[config.mk]
export PLATFORM = sky130hd
export DESIGN_NAME = ir_carrier_meter
export DESIGN_NICKNAME = d
export VERILOG_FILES = /design/src/rtl/ir_carr_pkg.sv /design/src/rtl/ir_carr_rst_sync.sv /design/src/rtl/ir_carr_front.sv /design/src/rtl/ir_carr_meas.sv /design/src/rtl/ir_carr_ctrl.sv /design/src/rtl/ir_carr_accum.sv /design/src/rtl/ir_carrier_meter.sv
export SDC_FILE = /design/constraint.sdc
export NUM_CORES = 1
export LEC_CHECK = 0
export CAP_MARGIN = 10
export CORE_MARGIN = 1.5
export CORE_UTILIZATION = 35
export CTS_BUF_LIST = sky130_fd_sc_hd__clkbuf_8
export CTS_CLUSTER_SIZE = 30
export DETAILED_ROUTE_END_ITERATION = 8
export DONT_BUFFER_PORTS = 1
export PLACE_DENSITY = 0.57
export SLEW_MARGIN = 20
export SYNTH_ARGS = -nofsm -noshare
export SYNTH_HDL_FRONTEND = slang
export SYNTH_HIERARCHICAL = 1
export SYNTH_SLANG_ARGS = --single-unit
[constraint.sdc]
create_clock -name clk -period 7.06 [get_ports clk]
set_clock_uncertainty 0.15 [all_clocks]
set_input_delay 1.412 -clock clk [delete_from_list [all_inputs] [get_ports clk]]
set_output_delay 1.412 -clock clk [all_outputs]
set_load 0.03 [all_outputs]
[src/rtl/ir_carr_pkg.sv]
package ir_carr_pkg;
  localparam int RES_W     = 7;
  localparam int NIB_W     = 4;
  localparam int CNT_W     = RES_W + 1;
  localparam int SUM_W     = RES_W + NIB_W;
  localparam int GAP_UNITS = 1 << RES_W;

  typedef struct packed {
    logic [RES_W-1:0] per;
    logic [RES_W-1:0] hi;
  } carr_sample_t;
endpackage

[src/rtl/ir_carr_rst_sync.sv]
module ir_carr_rst_sync #(
  parameter int STAGES = 2
) (
  input  logic clk,
  input  logic rst_n,
  output logic rst_sync_n
);
  logic [STAGES-1:0] chain_q;
  logic [STAGES-1:0] chain_d;

  always_comb begin
    chain_d = {chain_q[STAGES-2:0], 1'b1};
  end

  always_ff @(posedge clk or negedge rst_n) begin
    if (!rst_n) begin
      chain_q <= '0;
    end else begin
      chain_q <= chain_d;
    end
  end

  assign rst_sync_n = chain_q[STAGES-1];
endmodule

[src/rtl/ir_carr_front.sv]
module ir_carr_front #(
  parameter int SYNC_STAGES   = 2,
  parameter int CLKS_PER_UNIT = 125
) (
  input  logic clk,
  input  logic rst_n,
  input  logic ir_raw,
  output logic level,
  output logic rise,
  output logic tick
);
  localparam int PRE_W = (CLKS_PER_UNIT > 1) ? $clog2(CLKS_PER_UNIT) : 1;
  localparam logic [PRE_W-1:0] PRE_LAST = PRE_W'(CLKS_PER_UNIT - 1);

  logic [SYNC_STAGES:0] sh_q;
  logic [SYNC_STAGES:0] sh_d;
  logic [PRE_W-1:0]     pre_q;
  logic [PRE_W-1:0]     pre_d;
  logic                 pre_wrap;

  always_comb begin
    sh_d = {sh_q[SYNC_STAGES-1:0], ir_raw};
  end

  always_ff @(posedge clk or negedge rst_n) begin
    if (!rst_n) begin
      sh_q <= '0;
    end else begin
      sh_q <= sh_d;
    end
  end

  assign level = sh_q[SYNC_STAGES-1];
  assign rise  = sh_q[SYNC_STAGES-1] & ~sh_q[SYNC_STAGES];

  generate
    if (CLKS_PER_UNIT > 1) begin : g_prescale
      always_comb begin
        pre_wrap = (pre_q == PRE_LAST);
        pre_d    = pre_wrap ? '0 : pre_q + 1'b1;
      end
    end else begin : g_noprescale
      always_comb begin
        pre_wrap = 1'b1;
        pre_d    = '0;
      end
    end
  endgenerate

  always_ff @(posedge clk or negedge rst_n) begin
    if (!rst_n) begin
      pre_q <= '0;
    end else begin
      pre_q <= pre_d;
    end
  end

  assign tick = pre_wrap;
endmodule

[src/rtl/ir_carr_meas.sv]
module ir_carr_meas
  import ir_carr_pkg::*;
(
  input  logic         clk,
  input  logic         rst_n,
  input  logic         en,
  input  logic         level,
  input  logic         rise,
  input  logic         tick,
  output logic         smp_vld,
  output carr_sample_t smp,
  output logic         gap
);
  localparam logic [CNT_W-1:0] GAP_CNT = CNT_W'(GAP_UNITS);

  logic [CNT_W-1:0] per_q, per_d;
  logic [CNT_W-1:0] hi_q, hi_d;
  logic             armed_q, armed_d;
  logic             vld_q, vld_d;
  logic             gap_q, gap_d;
  carr_sample_t     smp_q, smp_d;
  logic             per_sat;

  always_comb begin
    per_sat = (per_q == GAP_CNT);
    per_d   = per_q;
    hi_d    = hi_q;
    armed_d = armed_q;
    vld_d   = 1'b0;
    gap_d   = 1'b0;
    smp_d   = smp_q;
    if (!en) begin
      per_d   = '0;
      hi_d    = '0;
      armed_d = 1'b0;
    end else if (rise) begin
      if (armed_q && !per_sat) begin
        vld_d     = 1'b1;
        smp_d.per = per_q[RES_W-1:0];
        smp_d.hi  = hi_q[RES_W-1:0];
      end else if (armed_q) begin
        gap_d = 1'b1;
      end
      armed_d = 1'b1;
      per_d   = {{(CNT_W-1){1'b0}}, tick};
      hi_d    = {{(CNT_W-1){1'b0}}, tick};
    end else begin
      if (tick && !per_sat) begin
        per_d = per_q + 1'b1;
      end
      if (tick && level && (hi_q != GAP_CNT)) begin
        hi_d = hi_q + 1'b1;
      end
      if (armed_q && per_sat) begin
        armed_d = 1'b0;
        gap_d   = 1'b1;
      end
    end
  end

  always_ff @(posedge clk or negedge rst_n) begin
    if (!rst_n) begin
      per_q   <= '0;
      hi_q    <= '0;
      armed_q <= 1'b0;
      vld_q   <= 1'b0;
      gap_q   <= 1'b0;
      smp_q   <= '0;
    end else begin
      per_q   <= per_d;
      hi_q    <= hi_d;
      armed_q <= armed_d;
      vld_q   <= vld_d;
      gap_q   <= gap_d;
      if (vld_d) begin
        smp_q <= smp_d;
      end
    end
  end

  assign smp_vld = vld_q;
  assign smp     = smp_q;
  assign gap     = gap_q;

  // a high time can never exceed the cycle that contains it
  a_r3_high_within_period: assert property (@(posedge clk) disable iff (!rst_n)
    vld_q |-> (smp_q.hi <= smp_q.per));

  // no period leaves the timer while detection is off
  a_r8_off_no_sample: assert property (@(posedge clk) disable iff (!rst_n)
    !en |=> !vld_q);
endmodule

[src/rtl/ir_carr_ctrl.sv]
module ir_carr_ctrl
  import ir_carr_pkg::*;
(
  input  logic             clk,
  input  logic             rst_n,
  input  logic             en,
  input  logic [2*NIB_W-1:0] cfg,
  input  logic             smp_vld,
  input  logic             gap,
  input  logic             rd,
  output logic             acc_clr,
  output logic             acc_add,
  output logic             acc_fin,
  output logic [NIB_W-1:0] n_eff,
  output logic             valid
);
  logic [NIB_W-1:0] skip_lim;
  logic [NIB_W-1:0] skip_q, skip_d;
  logic [NIB_W-1:0] cnt_q, cnt_d;
  logic             valid_q, valid_d;

  always_comb begin
    skip_lim = cfg[2*NIB_W-1:NIB_W];
    n_eff    = (cfg[NIB_W-1:0] == '0) ? NIB_W'(1) : cfg[NIB_W-1:0];
    skip_d   = skip_q;
    cnt_d    = cnt_q;
    acc_clr  = 1'b0;
    acc_add  = 1'b0;
    acc_fin  = 1'b0;
    if (!en || gap) begin
      skip_d  = '0;
      cnt_d   = '0;
      acc_clr = 1'b1;
    end else if (smp_vld) begin
      if (skip_q < skip_lim) begin
        skip_d = skip_q + 1'b1;
      end else if (cnt_q >= (n_eff - 1'b1)) begin
        acc_fin = 1'b1;
        cnt_d   = '0;
      end else begin
        acc_add = 1'b1;
        cnt_d   = cnt_q + 1'b1;
      end
    end
    if (acc_fin) begin
      valid_d = 1'b1;
    end else if (rd) begin
      valid_d = 1'b0;
    end else begin
      valid_d = valid_q;
    end
  end

  always_ff @(posedge clk or negedge rst_n) begin
    if (!rst_n) begin
      skip_q  <= '0;
      cnt_q   <= '0;
      valid_q <= 1'b0;
    end else begin
      skip_q  <= skip_d;
      cnt_q   <= cnt_d;
      valid_q <= valid_d;
    end
  end

  assign valid = valid_q;

  // a read strobe with no new average clears the flag
  a_r6_read_clears: assert property (@(posedge clk) disable iff (!rst_n)
    (rd && !acc_fin) |=> !valid_q);

  // a stored average always raises the flag, even against a read
  a_r6_fin_sets: assert property (@(posedge clk) disable iff (!rst_n)
    acc_fin |=> valid_q);
endmodule

[src/rtl/ir_carr_accum.sv]
module ir_carr_accum
  import ir_carr_pkg::*;
(
  input  logic             clk,
  input  logic             rst_n,
  input  logic             clr,
  input  logic             add,
  input  logic             fin,
  input  logic [NIB_W-1:0] n,
  input  logic [RES_W-1:0] sample,
  output logic [RES_W-1:0] res
);
  localparam logic [SUM_W-1:0] RES_MAX = SUM_W'((1 << RES_W) - 1);

  logic [SUM_W-1:0] sum_q, sum_d;
  logic [SUM_W-1:0] sum_full;
  logic [SUM_W-1:0] quo;
  logic [RES_W-1:0] res_q, res_d;

  always_comb begin
    sum_full = sum_q + SUM_W'(sample);
    quo      = sum_full / {{(SUM_W-NIB_W){1'b0}}, n};
    sum_d    = sum_q;
    res_d    = res_q;
    if (clr) begin
      sum_d = '0;
    end else if (fin) begin
      sum_d = '0;
      res_d = (quo > RES_MAX) ? RES_MAX[RES_W-1:0] : quo[RES_W-1:0];
    end else if (add) begin
      sum_d = sum_full;
    end
  end

  always_ff @(posedge clk or negedge rst_n) begin
    if (!rst_n) begin
      sum_q <= '0;
      res_q <= '0;
    end else begin
      if (clr || fin || add) begin
        sum_q <= sum_d;
      end
      if (fin) begin
        res_q <= res_d;
      end
    end
  end

  assign res = res_q;

  // averaging a single cycle reports that cycle unchanged
  a_r5_single_passthrough: assert property (@(posedge clk) disable iff (!rst_n)
    (fin && !clr && (n == NIB_W'(1)) && (sum_q == '0)) |=> (res_q == $past(sample)));
endmodule

[src/rtl/ir_carrier_meter.sv]
module ir_carrier_meter
  import ir_carr_pkg::*;
#(
  parameter int CLKS_PER_UNIT = 125,
  parameter int SYNC_STAGES   = 2
) (
  input  logic       clk,
  input  logic       rst_n,
  input  logic       ir_raw,
  input  logic       det_en,
  input  logic [7:0] det_cfg,
  input  logic       per_rd,
  output logic [7:0] per_res,
  output logic [7:0] hi_res
);
  localparam int NCH = 2;

  logic             rst_sync_n;
  logic             level, rise, tick;
  logic             smp_vld, gap;
  carr_sample_t     smp;
  logic             acc_clr, acc_add, acc_fin, valid;
  logic [NIB_W-1:0] n_eff;
  logic [RES_W-1:0] ch_res [NCH];

  ir_carr_rst_sync #(.STAGES(2)) u_rst (
    .clk(clk), .rst_n(rst_n), .rst_sync_n(rst_sync_n)
  );

  ir_carr_front #(.SYNC_STAGES(SYNC_STAGES), .CLKS_PER_UNIT(CLKS_PER_UNIT)) u_front (
    .clk(clk), .rst_n(rst_sync_n), .ir_raw(ir_raw),
    .level(level), .rise(rise), .tick(tick)
  );

  ir_carr_meas u_meas (
    .clk(clk), .rst_n(rst_sync_n), .en(det_en), .level(level), .rise(rise),
    .tick(tick), .smp_vld(smp_vld), .smp(smp), .gap(gap)
  );

  ir_carr_ctrl u_ctrl (
    .clk(clk), .rst_n(rst_sync_n), .en(det_en), .cfg(det_cfg),
    .smp_vld(smp_vld), .gap(gap), .rd(per_rd),
    .acc_clr(acc_clr), .acc_add(acc_add), .acc_fin(acc_fin),
    .n_eff(n_eff), .valid(valid)
  );

  generate
    for (genvar ch = 0; ch < NCH; ch++) begin : g_ch
      logic [RES_W-1:0] ch_sample;
      assign ch_sample = (ch == 0) ? smp.per : smp.hi;
      ir_carr_accum u_acc (
        .clk(clk), .rst_n(rst_sync_n), .clr(acc_clr), .add(acc_add),
        .fin(acc_fin), .n(n_eff), .sample(ch_sample), .res(ch_res[ch])
      );
    end
  endgenerate

  assign per_res = {valid, ch_res[0]};
  assign hi_res  = {1'b0, ch_res[1]};
endmodule

Yosys cells after proc, flatten, opt, wreduce, memory -nomap -nowiden
Cells that the tools add are included.
{"block": "word_totals", "ff_bits": 90, "input_bits": 13, "output_inout_bits": 16, "wordCells": 106}
{"block": "op_classes", "add_sub_neg": 8, "n_div": 2, "order_cmp": 4, "eq_ne": 7, "mux": 45, "bitwise": 3, "reduce_logical": 20}
{"cell": "$mux W11", "count": 6}
{"cell": "$mux W8", "count": 6}
{"cell": "$mux W4", "count": 8}
{"cell": "$add A11 B7 Y11", "count": 2}
{"cell": "$div A11 B4 Y11", "count": 2}
{"cell": "$gt A11 B7 Y1 const B", "count": 2}
{"cell": "$mux W1", "count": 22}
{"cell": "$mux W7", "count": 3}
{"cell": "$add A8 B1 Y8 const B", "count": 2}
{"cell": "$ne A3 B1 Y1 const B", "count": 3}
{"cell": "$add A4 B1 Y4 const B", "count": 2}
{"cell": "$eq A8 B8 Y1 const B", "count": 1}
{"cell": "$ne A8 B8 Y1 const B", "count": 1}
{"cell": "$reduce_and A2 Y1", "count": 4}
{"cell": "$add A7 B1 Y7 const B", "count": 1}
{"cell": "$eq A7 B7 Y1 const B", "count": 1}
{"cell": "$reduce_bool A2 Y1", "count": 3}
{"cell": "$logic_and A1 B1 Y1", "count": 5}
{"cell": "$ge A4 B4 Y1", "count": 1}
{"cell": "$logic_not A4 Y1", "count": 1}
{"cell": "$lt A4 B4 Y1", "count": 1}
{"cell": "$reduce_and A4 Y1", "count": 1}
{"cell": "$sub A4 B1 Y4 const B", "count": 1}
{"cell": "$logic_or A1 B1 Y1", "count": 3}
{"cell": "5 further kinds", "count": 7}

Logic depth before layout (Yosys ltp)
{"block": "logic_depth", "word_depth": 11, "ltp_mapped": 92}

Hierarchy
The synthesis kept the hierarchy.
{"mod": "ir_carr_accum (g_ch[0].u_acc)", "instances": 1, "cells_each": 459, "area_each_um2": 3644.7, "seq_area_each_um2": 450.4}
{"mod": "ir_carr_accum (g_ch[1].u_acc)", "instances": 1, "cells_each": 422, "area_each_um2": 3354.5, "seq_area_each_um2": 450.4}
{"mod": "ir_carr_meas", "instances": 1, "cells_each": 142, "area_each_um2": 1620.3, "seq_area_each_um2": 825.8}
{"mod": "ir_carr_ctrl", "instances": 1, "cells_each": 72, "area_each_um2": 676.9, "seq_area_each_um2": 225.2}
{"mod": "ir_carr_front", "instances": 1, "cells_each": 35, "area_each_um2": 426.7, "seq_area_each_um2": 250.2}
{"mod": "ir_carr_rst_sync", "instances": 1, "cells_each": 3, "area_each_um2": 53.8, "seq_area_each_um2": 50.0}
{"mod": "ir_carrier_meter", "instances": 1, "cells_each": 3, "area_each_um2": 18.8, "seq_area_each_um2": 0.0}

Least setup slack after synthesis
No wires, ideal clock.
{"block": "synth_path", "kind": "input to register", "start": "input port det_cfg[1]", "end": "register g_ch[1].u_acc.res_q[0]", "arrival_ps": 17753, "required_ps": 6774, "slack_ps": -10979, "stages": 86, "cell_sequence": "nor3_1 or2_2 inv_1 ha_1 and2_1 a2111oi_4 nor2_1 ha_1 o21a_1 o21a_1 o31ai_1 ha_1 o21bai_1 a21oi_1 a2111o_1 o211ai_1 ha_1 a21o_1 (+50 left out) nand3_1 nor2_1 a21oi_1 ha_1 nor2b_1 o21ai_0 nand2b_1 a21oi_1 o211a_1 o221ai_2 nor2_4 mux2_1 ha_1 a21o_1 a21oi_1 nand2_1 a2111oi_2 a31oi_1"}
{"block": "synth_between", "elab_chain_len": 9, "word_cells_on_any_way": 12, "cone_classes": "add/sub (1); div (1); order compare (2); mux (6); reduce/logical (2)"}
{"element": "start, declared", "line_no": "ir_carrier_meter.sv:11", "text": "input logic [7:0] det_cfg,"}
{"element": "$logic_not A4 Y1 *", "line_no": "ir_carr_ctrl.sv:24", "text": "n_eff = (cfg[NIB_W-1:0] == '0) ? NIB_W'(1) : cfg[NIB_W-1:0];"}
{"element": "$mux W4 *", "line_no": "ir_carr_ctrl.sv:24"}
{"element": "named net n_eff[0]", "line_no": "ir_carrier_meter.sv:23", "text": "logic [NIB_W-1:0] n_eff;"}
{"element": "parallel branches: the longest is 7 deep, another holds $div A11 B4 Y11"}
{"element": "end signal, assigned", "line_no": "ir_carr_accum.sv:44", "text": "res_q <= res_d;"}
{"element": "end, declared", "line_no": "ir_carr_accum.sv:18", "text": "logic [RES_W-1:0] res_q, res_d;"}
Mark *: on every way through the listed nets, which the timed path passes.
A chain may end at the register's enable or synchronous reset.

Worst setup path after layout
{"block": "layout_path", "start": "register g_ch[0].u_acc.sum_q[0]", "end": "register g_ch[0].u_acc.res_q[0]"}
{"block": "layout_between", "elab_chain_len": 4}
{"element": "start, declared", "line_no": "ir_carr_accum.sv:15", "text": "logic [SUM_W-1:0] sum_q, sum_d;"}
{"element": "start signal, assigned", "line_no": "ir_carr_accum.sv:41", "text": "sum_q <= sum_d;"}
{"element": "$add A11 B7 Y11 *", "line_no": "ir_carr_accum.sv:21", "text": "sum_full = sum_q + SUM_W'(sample);"}
{"element": "$div A11 B4 Y11 *", "line_no": "ir_carr_accum.sv:22", "text": "quo = sum_full / {{(SUM_W-NIB_W){1'b0}}, n};"}
{"element": "$gt A11 B7 Y1", "line_no": "ir_carr_accum.sv:29", "text": "res_d = (quo > RES_MAX) ? RES_MAX[RES_W-1:0] : quo[RES_W-1:0];"}
{"element": "$mux W7 *", "line_no": "ir_carr_accum.sv:29"}
{"element": "end signal, assigned", "line_no": "ir_carr_accum.sv:44"}
{"element": "end, declared", "line_no": "ir_carr_accum.sv:18"}
Every way passes the cells marked *; elsewhere a longest branch is shown, timed or not.

==> summary.md <==
| Metric | Value |
|---|---|
| Synth Register Bits | `90` |
| Via count | `10824` |
| Slew HR | `0.279` |
| Final worst slack | `-9.06 ns` |
| Placed insts | `around 1900` |
| Most frequent cells in the layout | `buf_4 (501), nor2_1 (113), ha_1 (90)` |
| Hold WC Path Type | `reg2async` |
| Max-slew violations | `0` |
| Finished Core Util | `0.555` |
| Most common cell after layout, fill and taps aside | `buf_4` |
| Clock slew at reported path FFs | `0.12 ns` |
| Non-Filler Instances | `2035` |
| Post-synth EDFFs | `0` |
| Area Growth Syn to Fin | `56.5%` |
| Failing checks | `setup timing` |
| Share of layout cells above drive strength 1 | `0.459` |
| Die H | `between 150 and 200 um` |
| I/O Buffers | `0` |
| Clock Root Buffer | `clkbuf_8` |
| Synth async-reset ratio | `1.00` |
| Fmax | `62.0 MHz` |
| Die area | `29000 um^2` |
| Vias in the first global route | `10609` |
| DP HPWL | `22400 um` |
| Worst ir drop on vdd | `approximately 0.00026 V` |
| Synth Cell Area | `between 9000 and 10000 um^2` |
| DR WL/cell | `16.1 um` |
| CP Launch Type | `register` |
| Antenna diode count | `0` |
| Worst EP arrival | `16.25 ns` |
| Pwr Total | `5.46 mW` |
| Clock Latency Late Sink | `approximately 0.4 ns` |
| Core box area | `27600 um^2` |
| Crit-path max FO | `6` |
| Reg2reg end | `g_ch[0].u_acc/res[0]` |
| Syn Inst Count | `around 1100` |
| Initial DRC Count | `roughly 600` |
| Largest net degree at the start of global routing | `a little under 80` |
| Post-Place Setup Slack | `-9.81 ns` |
| Worst-case clock buffer depth | `2` |
| Critical path's slowest cell | `dfrtp_1` |
| RSZ-0062 raised after global routing | `true` |
| Yosys warnings | `6` |
| Initial antenna violation count | `0` |
| Clock sinks | `90` |
| Crit. End Element | `register` |
| WL final | `32700 um` |
| CP max stage delay | `0.40 ns` |
| Drt first pass iters | `5` |
| First-pass GRT wire length | `51000 um` |
| Setup CP Type | `reg2reg` |
| Power Density | `356 nW/um^2` |
| Leakage power | `7.35 nW` |
| Synth unique cells | `125` |
| Post-synthesis sequential area ratio | `0.230` |
| Crit share post-route | `2.28` |
| Final-report hold violation count | `0` |
| CP Data Required Time | `7.19 ns` |
| Syn nets | `1259` |
| Total Nets Final | `1775` |
| Number of max-cap violations | `0` |
| Cts bufs inserted | `9` |
| Routability cong. | `0.874` |
| R2r startpoint | `g_ch[0].u_acc/sum_q[0]` |
| Setup violations, final | `14` |
| Top FF cell, synth | `dfrtp_1` |
| DRC Markers | `0` |
| FP Rows | `between 60 and 70` |
| Worst reg-to-reg setup slack | `-9.06 ns` |
| Global route overflow | `0` |
| Syn_area_per_cell | `around 8.6 um^2` |
| Final hold slack | `between 0.007 and 0.008 ns` |
| Number of H-tree levels | `3` |
| IO Pins | `29` |
| Final ANT Viol Nets | `0` |
| Status | `complete, but fails checks` |
| Starting Density | `0.355` |
| Measured slew at the worst slew-check pin | `1.08 ns` |
| CTS tree | `done` |
| Total GRT Usage | `0.217` |
| FF-to-FF path depth | `89` |
| Final min period | `about 16 ns` |
| FILL cells | `2423` |
| Via-to-Cell Ratio | `5.32` |
| Die Wd | `170 um` |
| Top cell by count, worst path | `o21a_1` |
-- Yosys cell counts (12+ instances only) --
library cell,n,share of area
a21o_1,15,0.011
a21oi_1,75,0.038
a31oi_1,13,0.0083
dfrtp_1,90,0.23
ha_1,108,0.14
inv_1,48,0.018
mux2_2,14,0.016
mux2i_1,22,0.022
nand2_1,65,0.025
nand2b_1,16,0.010
nand3_1,23,0.012
nand4_1,18,0.011
nor2_1,127,0.049
nor2b_1,21,0.013
nor3_1,46,0.024
o211ai_1,14,0.011
o21a_1,42,0.032
o21ai_0,46,0.024
o21ai_1,12,0.0061
or3_1,21,0.013
xnor2_1,21,0.019
xor2_1,28,0.025
-- critical path, delay by kind of cell, from the launching register on --
kind	cells	cell delay (ns)
AND/OR/NAND/NOR	28	4.13
multiplexers	1	0.22
AO/OA/AOI/OAI	42	7.00
buffers and inverters	5	0.60
flip-flops	1	0.40
adder cells (fa/ha/maj)	13	3.46
-- state kept, by name (all words and copies together) (netlist names), 2 cells and up --
register / flops
u_ctrl/cnt_q: 4
u_rst/chain_q: 2
u_front/sh_q: 3
u_meas/hi_q: 8
g_ch.u_acc/res: 14
u_meas/smp: 14
g_ch.u_acc/sum_q: 22
u_ctrl/skip_q: 4
u_meas/per_q: 8
u_front/pre_q: 7
-- worst max-delay path by stage --
stage | startpoint | end | cells after the start
after CTS | g_ch[1].u_acc/sum_q[0] | g_ch[1].u_acc/res[0] | 87
final | g_ch[0].u_acc/sum_q[0] | g_ch[0].u_acc/res[0] | 89
after global placement | det_cfg[1] | g_ch[1].u_acc/res[0] | 86
after detailed placement | det_cfg[1] | g_ch[1].u_acc/res[0] | 86
after global routing | u_meas/smp[0] | g_ch[1].u_acc/res[0] | 87
after floorplan | det_cfg[1] | g_ch[1].u_acc/res[0] | 89
-- per-stage QoR --
stage | setup TNS [ns] | cell area, um^2
finish | -65.86 | 15300
global route | -74.05 | 15300
CTS | -65.35 | 14700
detailed placement | -69.67 | 13200
global placement | -66.74 | 13200
floorplan | -69.15 | 10100
-- kinds of logic (layout without fill, tap and decap cells) --
group / after synthesis / in the layout / share of synthesized area
buffers and inverters: 78 / 599 / 0.0359
other: 2 / 2 / 0.000767
xor gates and xnor gates: 50 / 50 / 0.0455
and+or+nand+nor: 407 / 407 / 0.217
adders and majority gates: 111 / 111 / 0.143
AOI/OAI and AO/OA: 349 / 349 / 0.270
muxes: 49 / 49 / 0.0580
DFF: 90 / 90 / 0.230
-- final cells by class --
class	count	area [um^2]	area share
multi-input combinational	968	8080	0.527
timing repair buffer	533	4130	0.269
clock inverter	7	81.3	0.00530
sequential	90	2260	0.147
tap	378	473	0.0308
inverter	50	191	0.0125
clock buffer	9	124	0.00808
-- timing repair --
| action | 4_1_cts | 5_1_grt |
|---|---|---|
| hold buffers | 0 | 0 |
| gates resized for setup | 90 | 78 |
| setup buffers | 128 | 48 |
| pin swaps | 110 | 73 |
| endpoints found under the setup margin | 14 | 14 |
-- per-layer routing --
| layer | part of all wire | track usage | wire length, um | vias to the layer above |
|---|---|---|---|---|
| met2 | 0.49 | 0.384 | 16100 | 272 |
| met5 | 0 | 0 | 0 | - |
| li1 | - | - | - | 5309 |
| met1 | 0.44 | 0.268 | 14300 | 5164 |
| met3 | 0.041 | 0.0384 | 1340 | 79 |
| met4 | 0.029 | 0.0631 | 933 | 0 |
-- where the power goes --
part / internal (mW) / switching, mW
logic: 2.49 / 2.06
registers: 0.520 / 0.00523
clock network: 0.143 / 0.240
Note: power is estimated with default switching activity, not from simulation.
